==> src/rtl/insn_decoder.sv <==
module insn_decoder (
  input  logic [15:0] insn,
  input  logic [7:0]  ext0,
  input  logic [7:0]  ext1,
  input  logic [7:0]  ext2,
  input  logic [7:0]  ext3,
  output logic [7:0]  op_id,
  output logic [3:0]  reg_a,
  output logic [3:0]  reg_b,
  output logic [3:0]  base_idx,
  output logic        base_valid,
  output logic [31:0] imm,
  output logic [2:0]  len_bytes,
  output logic        illegal
);

  localparam logic [2:0] LEN_SHORT = 3'd2;
  localparam logic [2:0] LEN_LONG  = 3'd6;
  localparam logic [3:0] LAST_BRANCH = 4'd9;

  logic       fmt_reg, fmt_imm8, fmt_br;
  logic [6:0] opc;
  logic       reg_ok, reg_ext, br_ok, ld_off, st_off, has_ext;

  assign fmt_reg  = ~insn[15];
  assign fmt_imm8 = insn[15] & ~insn[14];
  assign fmt_br   = insn[15] & insn[14];
  assign opc      = insn[14:8];

  always_comb begin
    reg_ok  = opc inside {[7'h01:7'h0f], [7'h19:7'h39]};
    reg_ext = opc inside {7'h01, 7'h03, 7'h08, 7'h09, 7'h0c, 7'h0d, 7'h1a,
                          7'h1b, 7'h1d, 7'h1f, 7'h20, 7'h22, 7'h24, 7'h30,
                          [7'h36:7'h39]};
    ld_off  = fmt_reg & (opc inside {7'h0c, 7'h36, 7'h38});
    st_off  = fmt_reg & (opc inside {7'h0d, 7'h37, 7'h39});
  end

  assign br_ok   = insn[13:10] <= LAST_BRANCH;
  assign has_ext = fmt_reg & reg_ext;
  assign illegal = (fmt_reg & ~reg_ok) | (fmt_br & ~br_ok);

  assign op_id = fmt_reg  ? insn[15:8] :
                 fmt_imm8 ? {6'b100000, insn[13:12]} :
                            {4'b1100, insn[13:10]};

  assign reg_a = fmt_reg ? insn[7:4] : fmt_imm8 ? insn[11:8] : 4'd0;
  assign reg_b = fmt_reg ? insn[3:0] : 4'd0;

  assign base_valid = ld_off | st_off;
  assign base_idx   = ld_off ? insn[3:0] : st_off ? insn[7:4] : 4'd0;

  assign len_bytes = has_ext ? LEN_LONG : LEN_SHORT;

  always_comb begin
    if (has_ext)
      imm = {ext0, ext1, ext2, ext3};
    else if (fmt_imm8)
      imm = {24'd0, insn[7:0]};
    else if (fmt_br && br_ok)
      imm = {{21{insn[9]}}, insn[9:0], 1'b0};
    else
      imm = 32'd0;
  end

  always_comb begin
    assert_long_only_reg_fmt_R4: assert (len_bytes != LEN_LONG || (!insn[15] && !illegal))
      else $error("long instruction outside the register format");
    assert_illegal_short_R8: assert (!illegal || (len_bytes == LEN_SHORT && imm == 32'd0))
      else $error("illegal encoding with length or immediate set");
    assert_no_regb_upper_R3: assert (!insn[15] || reg_b == 4'd0)
      else $error("reg_b set outside the register format");
    assert_branch_even_R7: assert (!(insn[15] && insn[14]) || imm[0] == 1'b0)
      else $error("odd branch offset");
    assert_base_reg_fmt_R6: assert (!base_valid || (!insn[15] && len_bytes == LEN_LONG))
      else $error("base register reported for a non-offset form");
  end

endmodule

==> config.mk <==
export PLATFORM = sky130hd
export DESIGN_NAME = insn_decoder
export DESIGN_NICKNAME = d
export VERILOG_FILES = /design/src/rtl/insn_decoder.sv
export SDC_FILE = /design/constraint.sdc
export NUM_CORES = 1
export LEC_CHECK = 0
export BUFFER_PORTS_ARGS = -buffer_cell sky130_fd_sc_hd__buf_2
export CAP_MARGIN = 20
export CORE_UTILIZATION = 38
export DETAILED_ROUTE_END_ITERATION = 8
export GPL_TIMING_DRIVEN = 0
export PLACE_DENSITY = 0.89
export SLEW_MARGIN = 0
export SYNTH_ARGS = -nofsm -noshare
export SYNTH_HDL_FRONTEND = slang
export SYNTH_SLANG_ARGS = --single-unit
==> constraint.sdc <==
create_clock -name vclk -period 2.8
set_input_delay 0.14 -clock vclk [all_inputs]
set_output_delay 0.14 -clock vclk [all_outputs]
set_load 0.01 [all_outputs]
# [After elaboration in Yosys (flattened, before gate mapping)]
# Index checks and enable logic that the tools add are counted.
# W data, S select, Z words.
[classes] n_mux=11 bitwise_logic=13 n_eq_ne=18 order_cmp=6 reduce_logical=8
[op_table] op="$mux W32" n=3
[op_table] op="$eq A7 B6 Y1 const B" n=8
[op_table] op="$eq A7 B4 Y1 const B" n=4
[op_table] op="$eq A7 B5 Y1 const B" n=4
[op_table] op="$mux W4" n=5
[op_table] op="$reduce_bool A15 Y1" n=1
[op_table] op="$mux W8" n=1
[op_table] op="$and A1 B1 Y1" n=7
[op_table] op="$eq A7 B1 Y1 const B" n=1
[op_table] op="$eq A7 B2 Y1 const B" n=1
[op_table] op="$ge A7 B1 Y1 const B" n=1
[op_table] op="$ge A7 B5 Y1 const B" n=1
[op_table] op="$ge A7 B6 Y1 const B" n=1
[op_table] op="$le A7 B4 Y1 const B" n=1
[op_table] op="$le A7 B6 Y1 const B" n=1
[op_table] op="$mux W7" n=1
[op_table] op="$reduce_bool A3 Y1" n=2
[op_table] op="$le A4 B4 Y1 const B" n=1
[op_table] op="$logic_and A1 B1 Y1" n=4
[op_table] op="$not A1 Y1" n=4
[op_table] op="$mux W3" n=1
[op_table] op="$or A1 B1 Y1" n=2
[op_table] op="$reduce_bool A2 Y1" n=1
[word_totals] wordCells=56 out_inout_bits=57 input_bits=48 register_bits=0

# [Longest topological paths before layout]
[depth] word_depth=6 depth_mapped=8 depth_no_buf=5

# [Worst setup path before layout]
# Ideal clock, no wire load.
[synth_timing] kind="input-to-output" start="input port insn[9]" end="output port imm[15]" path_slack_ps=1250 arrival_time_ps=1410 stages=8 t_required_ps=2660 path_cell_list="buf_2 > mux2_4 > nand3_1 > and4_1 > and3b_1 > buf_6 > buf_6 > a21o_1"
[synth_via] elab_chain_cells=5 word_cells_on_any_way=22
[synth_lines] element="start: declaration" line="2" rtl="input logic [15:0] insn,"
[synth_lines] element="$ge A7 B6 Y1 or $le A7 B6 Y1 (tied branches)" line="32" rtl="reg_ext = opc inside {7'h01, 7'h03, 7'h08, 7'h09, 7'h0c, 7'h0d, 7'h1a,"
[synth_lines] element="$logic_and A1 B1 Y1" line="32"
[synth_lines] element="$reduce_bool A15 Y1 (*)" line="32"
[synth_lines] element="$and A1 B1 Y1 (*)" line="40" rtl="assign has_ext = fmt_reg & reg_ext;"
[synth_lines] element="via has_ext" line="23" rtl="logic reg_ok, reg_ext, br_ok, ld_off, st_off, has_ext;"
[synth_lines] element="$mux W32 (*)" line="56" rtl="if (has_ext)"
[synth_lines] element="end: declaration" line="12" rtl="output logic [31:0] imm,"
# Mark *: on every way through the listed nets, which the timed path passes. The rest lies on a longest branch.

# [Worst setup path after layout]
[layout_timing] start="input port insn[8]" end="output port imm[30]"
[layout_via] elab_chain_cells=5 word_cells_on_any_way=20
[layout_lines] element="$ge A7 B6 Y1 or $le A7 B6 Y1 (tied branches)" line="32"
[layout_lines] element="$logic_and A1 B1 Y1" line="32"
[layout_lines] element="$reduce_bool A15 Y1 (*)" line="32"
[layout_lines] element="$and A1 B1 Y1 (*)" line="40"
[layout_lines] element="$mux W32 (*)" line="56"
# Mark *: on every way between the ends. The rest lies on a longest branch, timed or not.

==> impl_metrics.yaml <==
placement:
  worst_slack_after_detailed_placement_ns: 0.961
  dp_hpwl_um: 2510
  post-place-cells: 262
  gp_congestion: 0.769
  place.port_buffers: 98
die:
  design.core.area_mm2: 0.00219
  chipWidth_um: 50.2
  ios: 105
  start_util_pct: 40.3
  rows: 17
  fp.dieH_um: 50.2
  die_area_mm2: 0.00252
clocking:
  cts-resized-gates: 0
  hold_buffers: 0
  post_cts.repair.setup_buffers: 0
synth:
  netlist_area_pre_place_um2: 883
  proportion_of_netlist_area_held_by_the_largest_area_contributor_pct: 24.6
  synth_seq_area_share_pct: 0
  cell_count_after_synthesis: 136
  warnings_from_yosys: 0
  mappedNetlistNets: 184
  synthDominantAreaCellType: "sky130_fd_sc_hd__a21o_1"
  synth_top_cells_by_area: "sky130_fd_sc_hd__a21o_1, sky130_fd_sc_hd__a22o_1, sky130_fd_sc_hd__mux2i_1"
  postSynthAreaPerCell_um2: 6.50
  synthDistinctLibCells: 28
routing:
  routedWlPerCell_um: 11.8
  antenna_violating_nets_post_route: 0
  routed_wirelength_um: 3100
  vias: 1313
  viasPerCell: 5.01
  drt_drc_violations_left: 0
  drt_first_pass_iters: 7
  detailedRoute.firstIterationViolations: 15
layout:
  final.clkbuf_count: 0
  post_route_cells_drive_above_1_share_pct: 49.6
  most-common-layout-cells: "sky130_fd_sc_hd__buf_2, sky130_fd_sc_hd__a21o_1, sky130_fd_sc_hd__o21ai_0, sky130_fd_sc_hd__nor2_1, sky130_fd_sc_hd__a22o_1"
  fill_cells: 223
  n_antenna_cell: 0
  sequential_cell_total: 0
  mostFrequentLayoutCell: "sky130_fd_sc_hd__buf_2"
  area.sequential_um2: 0
  multi_input_comb_area_um2: 704
  fin_cells: 262
  syn_to_final_growth_pct: 59.5
  final_nets: 284
run:
  drv_cap: 0
grt:
  grt_pass1_vias: 998
  grtUsageTotal_pct: 21.8
  global_route_wire_length_before_repair_um: 4470
  initial_antenna_violation_count: 0
  grt_overflow: 0
  grt_max_degree: 11
sta:
  timing.final.max_slew_violations: 0
  fin_setup_tns_ns: 0
  maxClockFrequency_mhz: 544
  setup_ws_ns: 0.961
  finalSetupViolCount: 0
  finalHoldViolCount: 0
  final_period_minus_worst_setup_slack_ns: 1.84
  finalCritPeriodShare_pct: 65.7
  grt_setup_unrepaired: "false"
min_path:
  worst_hold_path_startpoint: "insn[15]"
  classification_of_the_worst_slack_hold_path: "in -> out"
worst_setup_path:
  path_class: "in -> out"
  critical_path_required_ns: 2.66
  worst_endpoint_data_arrival_time_ns: 1.70
  critical_path.startpoint: "insn[8]"
  critPathCaptureType: "output port"
  crit_path_max_fanout: 10
  critPathLaunchType: "input port"
pwr:
  p_per_area_mw_per_mm2: 159
  power.ir.vdd_worst_mv: 0.0862
  static-leakage-power_nw: 1.07
outcome:
  run_status: "completed"
## critical path: stages
cell and delay (ns):
sky130_fd_sc_hd__buf_2 0.10, sky130_fd_sc_hd__buf_2 0.19, sky130_fd_sc_hd__nor3_1 0.25, sky130_fd_sc_hd__o21ai_0 0.10, sky130_fd_sc_hd__and4_1 0.19, sky130_fd_sc_hd__and3b_1 0.22, sky130_fd_sc_hd__buf_6 0.12, sky130_fd_sc_hd__buf_6 0.13
sky130_fd_sc_hd__a21o_1 0.12, sky130_fd_sc_hd__buf_2 0.13
## stage by stage
stage	utilization [%]	instance area, µm²	hold slack (ns)	total power, mW
3_3_place_gp	64.3	1410	0.464	0.220
5_1_grt	64.3	1410	0.471	0.243
4_1_cts	64.3	1410	0.466	0.224
2_1_floorplan	-	883	0.372	0.131
3_5_place_dp	64.3	1410	0.466	0.223
6_report	64.3	1410	0.464	0.224
## final timing paths
check  slack [ns]        to  cells past startpoint
max          0.96   imm[30]                     10
min          0.46  op_id[7]                      2
## Yosys cell counts, drive strengths merged
cell,count
and2b,1
mux2,1
and2,1
maj3,1
mux2i,6
and4,1
a21oi,5
nor3b,2
nor3,1
a32o,1
buf,19
conb,2
a22oi,1
a22o,9
nor2,11
and3,1
nand3,4
inv,8
nand3b,5
clkbuf,4
and3b,2
nor2b,6
a21o,29
nand2,4
o21ai,11
## power breakdown
group	total (mW)	leakage (nW)	internal [mW]	switching [mW]
sequential	0	0	0	0
combinational	0.224	1.07	0.111	0.113
clock	0	0	0	0
## layout make-up
cell class / count / share of cell area [%]
multi-input combinational: 105 / 50.0
timing repair buffer: 98 / 34.8
buffer: 23 / 10.6
tap: 28 / 2.49
inverter: 8 / 2.13
## cell families after synthesis
family          after synthesis  share of synthesized area (%)
simple gates                 39                           24.6
compound gates               56                           44.6
fa+ha+maj                     1                           1.13
other cells                   2                          0.850
buf+inv                      31                           20.3
mux                           7                           8.50
## metal layers
metal / wire [µm] / track usage (%)
met3: 254 / 3.03
met5: 0 / 0
met2: 1590 / 44.0
met4: 8 / 2.86
met1: 1260 / 23.9
Note: power is estimated with default switching activity, not from simulation.
